<file path="config.mk">
export PLATFORM = sky130hd
export DESIGN_NAME = mutex_bank
export DESIGN_NICKNAME = d
export VERILOG_FILES = /design/src/rtl/mutex_pkg.sv /design/src/rtl/mutex_lrs_arb.sv /design/src/rtl/mutex_lock_cell.sv /design/src/rtl/mutex_bank.sv
export SDC_FILE = /design/constraint.sdc
export NUM_CORES = 1
export LEC_CHECK = 0
export ABC_AREA = 1
export BUFFER_PORTS_ARGS = -buffer_cell sky130_fd_sc_hd__clkbuf_2
export CAP_MARGIN = 20
export CORE_MARGIN = 2
export CORE_UTILIZATION = 64
export DETAILED_ROUTE_END_ITERATION = 8
export GPL_TIMING_DRIVEN = 0
export PLACE_DENSITY_LB_ADDON = 0.08
export SETUP_SLACK_MARGIN = 0.3
export SYNTH_ARGS = -nofsm -noshare
export SYNTH_HDL_FRONTEND = slang
export SYNTH_HIERARCHICAL = 1
export SYNTH_SLANG_ARGS = --single-unit
</file>
<file path="constraint.sdc">
create_clock -name clk -period 3 [get_ports clk]
set_input_delay 0.45 -clock clk [delete_from_list [all_inputs] [get_ports clk]]
set_output_delay 0.45 -clock clk [all_outputs]
set_load 0.1 [all_outputs]
</file>
<file path="src/rtl/mutex_pkg.sv">
package mutex_pkg;

    typedef enum logic {
        OP_ACQUIRE = 1'b0,
        OP_RELEASE = 1'b1
    } mtx_op_e;

    function automatic int idx_w(input int n);
        return (n > 1) ? $clog2(n) : 1;
    endfunction

endpackage

</file>
<file path="src/rtl/mutex_lrs_arb.sv">
module mutex_lrs_arb
    import mutex_pkg::*;
#(
    parameter int NUM_PORTS = 4,
    parameter int NUM_LOCKS = 4
) (
    input  logic                                 clk,
    input  logic                                 rst,
    input  logic [NUM_LOCKS-1:0][NUM_PORTS-1:0]  want,
    output logic [NUM_LOCKS-1:0][NUM_PORTS-1:0]  grant
);

    // older[i][j] = 1 when port i was granted less recently than port j
    logic [NUM_PORTS-1:0][NUM_PORTS-1:0] older;
    logic [NUM_PORTS-1:0]                served;

    always_comb begin
        for (int l = 0; l < NUM_LOCKS; l++) begin
            for (int i = 0; i < NUM_PORTS; i++) begin
                grant[l][i] = want[l][i];
                for (int j = 0; j < NUM_PORTS; j++) begin
                    if (j != i && want[l][j] && !older[i][j])
                        grant[l][i] = 1'b0;
                end
            end
        end
    end

    always_comb begin
        served = '0;
        for (int l = 0; l < NUM_LOCKS; l++)
            served = served | grant[l];
    end

    always_ff @(posedge clk) begin
        if (rst) begin
            for (int i = 0; i < NUM_PORTS; i++)
                for (int j = 0; j < NUM_PORTS; j++)
                    older[i][j] <= (i < j);
        end else begin
            for (int i = 0; i < NUM_PORTS; i++)
                for (int j = 0; j < NUM_PORTS; j++)
                    if (i != j) begin
                        if (served[i] && !served[j])
                            older[i][j] <= 1'b0;
                        else if (served[j] && !served[i])
                            older[i][j] <= 1'b1;
                    end
        end
    end

endmodule

</file>
<file path="src/rtl/mutex_lock_cell.sv">
module mutex_lock_cell
    import mutex_pkg::*;
#(
    parameter int NUM_PORTS = 4,
    localparam int PORT_W = idx_w(NUM_PORTS)
) (
    input  logic                  clk,
    input  logic                  rst,
    input  logic [NUM_PORTS-1:0]  take,
    input  logic [NUM_PORTS-1:0]  drop,
    output logic                  held,
    output logic [PORT_W-1:0]     owner
);

    logic [PORT_W-1:0] take_idx;
    logic              owner_drop;

    always_comb begin
        take_idx = '0;
        for (int p = 0; p < NUM_PORTS; p++)
            if (take[p]) take_idx = PORT_W'(p);
    end

    assign owner_drop = held && drop[owner];

    always_ff @(posedge clk) begin
        if (rst) begin
            held  <= 1'b0;
            owner <= '0;
        end else if (|take) begin
            held  <= 1'b1;
            owner <= take_idx;
        end else if (owner_drop) begin
            held  <= 1'b0;
            owner <= '0;
        end
    end

endmodule

</file>
<file path="src/rtl/mutex_bank.sv">
module mutex_bank
    import mutex_pkg::*;
#(
    parameter int NUM_PORTS = 4,
    parameter int NUM_LOCKS = 4,
    localparam int LOCK_W = idx_w(NUM_LOCKS),
    localparam int PORT_W = idx_w(NUM_PORTS)
) (
    input  logic                          clk,
    input  logic                          rst,
    input  logic [NUM_PORTS-1:0]          req_valid,
    input  logic [NUM_PORTS-1:0]          req_release,
    input  logic [NUM_PORTS*LOCK_W-1:0]   req_lock,
    output logic [NUM_PORTS-1:0]          req_ack
);

    logic [NUM_LOCKS-1:0][NUM_PORTS-1:0] lock_want;
    logic [NUM_LOCKS-1:0][NUM_PORTS-1:0] lock_grant;
    logic [NUM_LOCKS-1:0][NUM_PORTS-1:0] lock_drop;
    logic [NUM_LOCKS-1:0]                lock_held;
    logic [NUM_LOCKS-1:0][PORT_W-1:0]    lock_owner;
    logic [NUM_PORTS-1:0]                port_granted;

    always_comb begin
        for (int l = 0; l < NUM_LOCKS; l++) begin
            for (int p = 0; p < NUM_PORTS; p++) begin
                logic hit;
                hit = req_valid[p] &&
                      (req_lock[p*LOCK_W +: LOCK_W] == LOCK_W'(l));
                lock_want[l][p] = hit && (mtx_op_e'(req_release[p]) == OP_ACQUIRE)
                                  && !lock_held[l];
                lock_drop[l][p] = hit && (mtx_op_e'(req_release[p]) == OP_RELEASE);
            end
        end
    end

    mutex_lrs_arb #(
        .NUM_PORTS(NUM_PORTS),
        .NUM_LOCKS(NUM_LOCKS)
    ) u_arb (
        .clk   (clk),
        .rst   (rst),
        .want  (lock_want),
        .grant (lock_grant)
    );

    for (genvar l = 0; l < NUM_LOCKS; l++) begin : g_lock
        mutex_lock_cell #(
            .NUM_PORTS(NUM_PORTS)
        ) u_cell (
            .clk   (clk),
            .rst   (rst),
            .take  (lock_grant[l]),
            .drop  (lock_drop[l]),
            .held  (lock_held[l]),
            .owner (lock_owner[l])
        );
    end

    always_comb begin
        port_granted = '0;
        for (int l = 0; l < NUM_LOCKS; l++)
            port_granted = port_granted | lock_grant[l];
    end

    assign req_ack = req_valid & (req_release | port_granted);

endmodule

</file>
After elaboration in Yosys (flattened, before gate mapping)
Index checks and enable logic that the tools add are counted.

word-level totals
  bits in writable memories = 0
  logic and storage cells = 313
  bits in read-only memories = 0
  flip-flop bits (word level) = 24
  latch bits = 0
  input bits = 18
  memories kept = 0
  output and inout port bits = 4

cells by class
  magnitude comparators = 4
  mux-type cells = 96
  add/sub/neg operators = 0
  shifts and indexed selects = 0
  multiply operators = 0
  equality and inequality tests = 12
  reduce and logical (&&, ||, !) cells = 172
  div/mod/pow operators = 0
  bitwise gates (word level) = 9

operators with widths
  kind                  count
  $logic_and A1 B1 Y1   128
  $mux W1               76
  $mux W2               16
  $logic_not A1 Y1      20
  $reduce_bool A2 Y1    10
  $eq A2 B2 Y1 const B  8
  $or A4 B4 Y4          4
  $reduce_or A4 Y1      4
  $lt A2 B3 Y1 const B  4
  $reduce_or A2 Y1      6
  $bmux W1 S2           4
  $eq A2 B1 Y1 const B  4
  $logic_not A2 Y1      4
  $and A4 B4 Y4         1
  $not A1 Y1            4

Depth between registers and ports, before layout
Gate-level depths: netlist of run 1.

  depth after elaboration = 15
  mapped depth = 14

Modules after synthesis
Netlist of run 1, hierarchy kept.

modules (own cells, without submodules)
  module           sequential area each (um^2)  instances  area each (um^2)  cells each
  mutex_lrs_arb    240.2                        1          1116.1            191
  mutex_lock_cell  60.1                         4          167.7             24
  mutex_bank       0.0                          1          349.1             81

Worst setup path after synthesis of run 1
OpenSTA, ideal clock, no wires.

  path type = input -> output
  start = input port req_lock[3]
  end = output port req_ack[1]
  setup slack = 568 ps
  cell stages on the path = 9
  data required time = 2550 ps
  arrival time = 1982 ps
  cell sequence = inv_1 nand3_1 nor3_1 o21ai_1 nor2_1 nor2_1 nand3_1 nand2_1 inv_1

RTL lines
  item             RTL line          RTL
  start, declared  mutex_bank.sv:13  input logic [NUM_PORTS*LOCK_W-1:0] req_lock,
  end, declared    mutex_bank.sv:14  output logic [NUM_PORTS-1:0] req_ack

==> impl_metrics.csv, run 1 <==
group,metric,value,unit
outcome,status,"completed",
power,power.leakage,0.00118,uW
sta,maxSlewHeadroom,66.2,%
cts,insertion_delay,0.32,ns
worst_setup_path,arrival,2.16,ns
cts,root_buffer,"clkbuf_4",
grt,track_usage,31.4,%
die,initial_core_util,68.8,%
detailed_routing,antenna_left,0,
logic_synthesis,post-synth-top-area-cell,"dfxtp_1",
hold_path,hp-start,"u_arb/older[7]",
detailed_routing,vias_per_cell,5.42,
sta,timing.final.ws_setup,0.394,ns
logic_synthesis,ys_seq_elements,24,
logic_synthesis,synth_seq_area_share,22.5,%
worst_setup_path,worst_r2r_startpoint,"g_lock[0].u_cell/held",
power,power_frac_clock,26.2,%
detailed_routing,drc_errors,0,
detailed_routing,drt_wl_total,5530,um
detailed_routing,wl_met3,437,um
sta,finalSetupTns,0,ns
sta,finalSetupViolCount,0,
die,die_area,3820,um2
die,fp.dieH,61.8,um
sta,fmax,0.384,GHz
detailed_routing,drt_iter0_drc,200,
detailed_routing,dr.max_layer_used,"met4",
cts,cts_tree,"done",
sta,hold_viol,0,
grt,grt_overflow,0,
power,switching_power,331,uW
worst_setup_path,crit_fanout,6,
layout,num_antenna_cells,0,
logic_synthesis,yosysTopAreaCellShare,22.5,%
logic_synthesis,yosysWarnings,6,
worst_setup_path,startpoint,"g_lock[1].u_cell/held",
logic_synthesis,netlist_instances,368,
power,peakVddDrop,0.246,mV
sta,rsz0062_at_grt,"true",
logic_synthesis,syn_area,2140,um2
placement,place.gp.congestion,0.941,
sta,period_share,86.9,%
power,pwr-share-seq,42.1,%
detailed_routing,wire_per_inst,12.6,um
power,powerDensity,378,nW/um2
worst_setup_path,critPathKind,"reg -> out",
sta,slew_viol_final,0,
sta,finalWorstPathRequiredPeriod,2.61,ns
detailed_routing,drtPass1Iterations,4,
sta,worstMarginPinSlew,0.504,ns
grt,grt_pass1_wl,8830,um
grt,grt_pass1_vias,1970,
cts,cts_max_level,1,
sta,finClkSkew,0.00702,ns
run,cap_violations,0,
placement,port_buffers,21,
die,io_pins,22,
cts,cts_buffers,3,
logic_synthesis,yosys-top-cells-area,"dfxtp_1, nand2_1, nand3_1",
detailed_routing,wl_met1,2490,um
worst_setup_path,endpoint_kind,"primary output",
cts,post_cts_buffers,0,
cts,clock_path_buffers,2,
cts,clkTransAtPathRegs,0.15,ns
layout,drive_gt1_share,18.3,%
placement,place_ws,0.229,ns
placement,dp_hpwl,4380,um
hold_path,hp-class,"reg -> reg",
cts,holdBufCountCts,0,
power,swShare,36.4,%
layout,syn2layout_area_growth,13.0,%
die,coreArea,3100,um2
worst_setup_path,start_kind,"flip-flop",
power,p_int,580,uW
grt,antenna_found_initial,0,
layout,num-nets-final,427,
logic_synthesis,synth_cell_types,19,
power,pwr-share-comb,31.7,%
logic_synthesis,syn_avg_cell_area,5.80,um2
die,num_rows,20,
detailed_routing,wl_met2,2520,um
worst_setup_path,required,2.55,ns
logic_synthesis,syn_nets,401,
detailed_routing,vias,2370,
cts,cts_sinks,24,
grt,grt_max_degree,16,
die,die_x,61.8,um
[critical path, cell delays in order (launching register included)]
cell      delay (ns)
dfxtp_1         0.40
nor3_1          0.44
o21ai_1         0.15
nor2_2          0.29
nor2_1          0.09
nand3_1         0.07
nand2_1         0.05
inv_1           0.04
clkbuf_4        0.31
[routing by layer]
metal	track usage (%)	vias to the layer above
met4	9.42	0
met3	3.93	11
met5	0	-
li1	-	1210
met1	44.9	1066
met2	49.5	83
[kinds of logic (layout without fill, tap and decap cells)]
| logic type | Yosys count | after routing | synth area share [%] |
|---|---|---|---|
| adders and majority gates | 15 | 15 | 8.79 |
| buffers and inverters | 64 | 89 | 11.2 |
| AOI/OAI and AO/OA | 30 | 30 | 7.38 |
| and+or+nand+nor | 235 | 235 | 50.1 |
| DFF | 24 | 24 | 22.5 |
[layout by cell type, fill, tap and decap left out, drive strengths merged]
cell type and instances:
nor3 26, o21ai 5, or2 4, nand3 40
nor2 51, nand2 114, clkbuf 24, buf 1
inv 63, a21oi 22, a21boi 3, dfxtp 24
ha 15, bufinv 1
[cells in the mapped netlist]
cell type  number
a21boi_1        1
clkbuf_1        1
a21boi_0        2
nor2_1         43
nor2_4          1
nand2_1       108
nand2_2         6
nand3_1        40
nor2_2          7
nor3_4          4
o21ai_0         3
dfxtp_1        24
ha_1           15
or2_4           4
nor3_1         22
inv_2          13
o21ai_1         2
inv_1          50
a21oi_1        22
[sequential cells by signal, indices dropped and copies added (netlist names)]
signal	count
g_lock.u_cell/owner	8
u_arb/older	12
g_lock.u_cell/held	4
[final cells by class]
type                            count  area [um2]
Fill cell                         271         689
Inverter                           63         236
Timing Repair Buffer               21         113
Buffer                              1        3.75
Sequential cell                    24         480
Multi-Input combinational cell    280        1470
Clock inverter                      1        30.0
Clock buffer                        3        22.5
Tap cell                           44        55.1
[final timing paths]
kind | endpoint | slack [ns] | cells past startpoint
max | req_ack[1] | 0.39 | 8
min | u_arb/older[7] | 0.49 | 2
max reg2reg | u_arb/older[2] | 0.65 | 9
min reg2reg | u_arb/older[7] | 0.49 | 2
[power groups by stage]
stage	logic (uW)	clock network, uW	registers [uW]
after CTS	282	249	381
final	289	239	384
after detailed placement	278	0	388
after global placement	274	0	388
after floorplan	208	0	381
after global routing	323	253	389
[stage by stage]
stage	total power (uW)	area, um2	std cells	hold slack (ns)	utilization, %
floorplan	589	2140	368	0.432	-
CTS	912	2370	437	0.490	76.3
global placement	661	2300	433	0.448	74.0
finish	912	2410	437	0.489	77.8
global route	965	2410	437	0.520	77.8
detailed placement	667	2300	433	0.456	74.0
[what timing repair did]
action,CTS,global route
endpoints found under the setup margin,4,4
pin swaps,0,0
gates resized for setup,5,11
Note: power is estimated with default switching activity, not from simulation.
==> run 2, diff against run 1 <==
Settings changed: ABC_AREA 1 to unset.
==> run 2 against run 1 <==
Against the previous run: the run now fails in global routing (5_1_grt); synthesized cell count fell by 24%; area after synthesis up 7.0%.
==> impl_metrics.csv, run 2 <==
group,metric,value,unit
outcome,status,"stopped before the end",
outcome,stop_stage,"global routing (5_1_grt)",
outcome,firstError,"[ERROR DPL-0033] detailed placement checks failed during check placement.",
logic_synthesis,synth_seq_area_share,21.0,%
cts,clock_path_buffers,2,
placement,dpl_cell_area,2490,um2
logic_synthesis,synth_cell_types,25,
logic_synthesis,ys.flop_type,"dfxtp_1",
cts,cts_max_level,1,
sta,worst-ep-kind,"primary output",
logic_synthesis,synth_edf_count,0,
logic_synthesis,yosysTopAreaCellShare,21.0,%
die,die_x,63.8,um
placement,place.gp.congestion,1.00,
cts,cts_sinks,24,
grt,grt_max_degree,20,
logic_synthesis,syn_nets,313,
logic_synthesis,yosysMostFrequentCell,"nand2b_1",
cts,cts_buffers,3,
logic_synthesis,async_reset_ff_share,0,%
cts,root_buffer,"clkbuf_4",
die,io_pins,22,
logic_synthesis,yosys-top-cells-count,"nand2b_1, inv_1, dfxtp_1, nor2_1",
grt,antenna_found_initial,0,
logic_synthesis,yosys-top-cells-area,"dfxtp_1, nand2b_1, ha_1",
die,initial_core_util,67.4,%
placement,dpl.cell_count,347,
logic_synthesis,yosysWarnings,6,
placement,dp_hpwl,4800,um
placement,place_ws,-0.587,ns
logic_synthesis,syn_area,2280,um2
logic_synthesis,syn_avg_cell_area,8.16,um2
sta,crit_endpoint,"req_ack[1]",
logic_synthesis,post-synth-top-area-cell,"dfxtp_1",
cts,holdBufCountCts,0,
logic_synthesis,netlist_instances,280,
placement,port_buffers,21,
die,fp.dieH,63.8,um
die,num_rows,21,
logic_synthesis,ys_seq_elements,24,
==> run 2: timing repair <==
item	4_1_cts
endpoints found under the hold margin	0
setup endpoints to repair	4
pin swaps	17
resized for setup	86
buffers inserted	23
==> run 2: metrics by stage <==
| stage | utilization [%] | hold WS (ns) |
|---|---|---|
| CTS | 92.1 | 0.518 |
| detailed placement | 73.4 | 0.499 |
| global placement | 73.4 | 0.494 |
| floorplan | - | 0.468 |
==> run 2: kinds of logic after synthesis <==
group,synth area share (%)
DFF,21.0
muxes,6.57
adders and majority gates,8.21
buffers and inverters,8.05
and+or+nand+nor,35.4
AOI/OAI and AO/OA,20.7
==> run 3, diff against run 2 <==
Settings changed: CORE_UTILIZATION 64 to 40, PLACE_DENSITY_LB_ADDON 0.08 to 0.15, SETUP_SLACK_MARGIN 0.3 to unset.
==> run 3 against run 2 <==
Against the previous run: the run now ends clean; synthesized cell count unchanged; area after synthesis did not move.
==> impl_metrics.csv, run 3 <==
group,metric,value,unit
grt,grt_max_degree,20,
logic_synthesis,ys.flop_type,"dfxtp_1",
logic_synthesis,yosysMostFrequentCell,"nand2b_1",
layout,drive_gt1_share,30.7,%
layout,layout_common_cells,"nand2b_1, inv_1, nor2_1",
cts,clkTransAtPathRegs,0.09,ns
grt,grt_pass1_vias,2183,
detailed_routing,drt_iter0_drc,104,
sta,hold_viol,0,
cts,cts_buffers,3,
sta,timing.final.ws_setup,0.0465,ns
placement,dp_hpwl,4960,um
run,cap_violations,0,
hold_path,hp-class,"reg -> reg",
worst_setup_path,arrival,2.50,ns
sta,finClkSkew,0.00453,ns
detailed_routing,drt_wl_total,6660,um
cts,insertion_delay,0.27,ns
placement,place_ws,-0.512,ns
cts,cts_tree,"done",
detailed_routing,wire_per_inst,17.2,um
cts,cts_max_level,1,
worst_setup_path,cp_slowest_cell,"or4_1",
sta,rsz0062_at_grt,"true",
logic_synthesis,syn_nets,313,
detailed_routing,drc_errors,0,
outcome,status,"completed",
logic_synthesis,yosysTopAreaCellShare,21.0,%
sta,finalWorstPathRequiredPeriod,2.95,ns
layout,fillers,507,
cts,root_buffer,"clkbuf_8",
logic_synthesis,yosys-top-cells-count,"nand2b_1, inv_1, dfxtp_1, nor2_1",
worst_setup_path,max_stage_delay,0.53,ns
logic_synthesis,yosysWarnings,6,
logic_synthesis,netlist_instances,280,
worst_setup_path,endpoint_kind,"primary output",
sta,worstMarginPinSlew,0.451,ns
die,coreArea,5510,um2
sta,slew_viol_final,0,
layout,seq_area,487,um2
layout,largest_reg_flops,12,
die,die_x,79.6,um
logic_synthesis,post-synth-top-area-cell,"dfxtp_1",
sta,maxSlewHeadroom,69.9,%
layout,multiInputGateArea,1930,um2
die,num_rows,27,
sta,period_share,98.5,%
power,peakVddDrop,0.197,mV
layout,reg_top3,"u_arb/older x12, g_lock.u_cell/owner x8, g_lock.u_cell/held x4",
logic_synthesis,ys_seq_elements,24,
sta,finalSetupTns,0,ns
layout,syn2layout_area_growth,30.8,%
sta,finalSetupViolCount,0,
cts,cts_sinks,24,
power,power.leakage,0.00110,uW
cts,clock_path_buffers,2,
detailed_routing,vias_per_cell,5.60,
grt,grt_pass1_wl,10900,um
die,fp.dieH,79.6,um
die,initial_core_util,41.5,%
logic_synthesis,async_reset_ff_share,0,%
detailed_routing,vias,2174,
detailed_routing,antenna_left,0,
placement,place.gp.congestion,0.934,
logic_synthesis,syn_area,2280,um2
logic_synthesis,synth_edf_count,0,
worst_setup_path,critPathKind,"reg -> out",
layout,num-nets-final,350,
worst_setup_path,worst-path-buf-inv,2,
power,powerDensity,351,nW/um2
logic_synthesis,synth_seq_area_share,21.0,%
layout,regMostFlops,"u_arb/older",
worst_setup_path,cpLargestDelayFamily,"simple AND/OR/NAND/NOR gates",
logic_synthesis,synth_cell_types,25,
grt,grt_overflow,0,
worst_setup_path,start_kind,"flip-flop",
detailed_routing,drtPass1Iterations,4,
logic_synthesis,yosys-top-cells-area,"dfxtp_1, nand2b_1, ha_1",
layout,num_antenna_cells,0,
die,die_area,6330,um2
logic_synthesis,syn_avg_cell_area,8.16,um2
worst_setup_path,required,2.55,ns
grt,track_usage,22.3,%
die,io_pins,22,
layout,final_common_cell,"nand2b_1",
sta,fmax,0.339,GHz
placement,port_buffers,21,
worst_setup_path,crit_chain,"nor3_2, nand2b_1, o2111ai_1, inv_1, or4_1, o21a_1, clkbuf_8",
worst_setup_path,crit_fanout,8,
grt,antenna_found_initial,0,
## run 3: final timing paths
kind	start	to	slack, ns	depth (start not counted)
worst min register to register	g_lock[2].u_cell/owner[0]	g_lock[2].u_cell/owner[0]	0.51	2
worst min-delay path	g_lock[2].u_cell/owner[0]	g_lock[2].u_cell/owner[0]	0.51	2
worst max-delay path	g_lock[1].u_cell/held	req_ack[3]	0.05	7
worst max register to register	g_lock[1].u_cell/held	u_arb/older[11]	0.56	7
## run 3: per-stage QoR
stage | hold WS, ns | total power [uW] | instance area [um2] | util (%) | std cells
6_report | 0.513 | 1050 | 2990 | 54.3 | 388
3_3_place_gp | 0.494 | 699 | 2480 | 45.0 | 373
2_1_floorplan | 0.468 | 621 | 2280 | - | 280
3_5_place_dp | 0.496 | 701 | 2480 | 45.0 | 373
4_1_cts | 0.514 | 1050 | 2890 | 52.5 | 384
5_1_grt | 0.540 | 1110 | 2990 | 54.3 | 388
## run 3: cell families (layout without fill, tap and decap cells)
logic type	count (synthesis)	after routing	synth area share [%]
AO/OA/AOI/OAI	54	54	20.7
adder cells (fa/ha/maj)	15	15	8.21
buffers and inverters	45	81	8.05
flip-flops	24	24	21.0
multiplexers	15	15	6.57
AND/OR/NAND/NOR	127	127	35.4
## run 3: worst reg2reg max path, delay by kind of cell (launching register included)
kind                       cells  cell delay (ns)
AOI/OAI and AO/OA              2             0.66
adders and majority gates      1             0.29
buffers and inverters          2             0.36
DFF                            1             0.45
and+or+nand+nor                2             0.56
## run 3: area by class of cell
type                    count  area share, %
inverters                  43           5.40
multi-input cells         211           64.6
plain buffers               2          0.754
well taps                  72           3.02
repair buffers             32           7.54
flip-flops and latches     24           16.3
clock inverters             1           1.01
clock buffers               3           1.38
## run 3: routing by layer
layer / track usage (%) / wire, um
met1: 27.7 / 2920
met2: 36.9 / 3120
met3: 4.30 / 312
met4: 10.3 / 310
met5: 0 / 0
## run 3: what timing repair did
item                                    4_1_cts  5_1_grt
hold buffers                                  0        0
pin swaps                                     5        7
gates cloned                                  0        0
setup buffers                                 7        4
gates resized for setup                      55       16
endpoints found under the setup margin        4        4
endpoints found under the hold margin         0        0
## run 3: power by group
group,total (uW),internal [uW],switching [uW]
registers,416,352,63.3
logic,341,147,194
clock network,293,179,114
total,1050,678,372
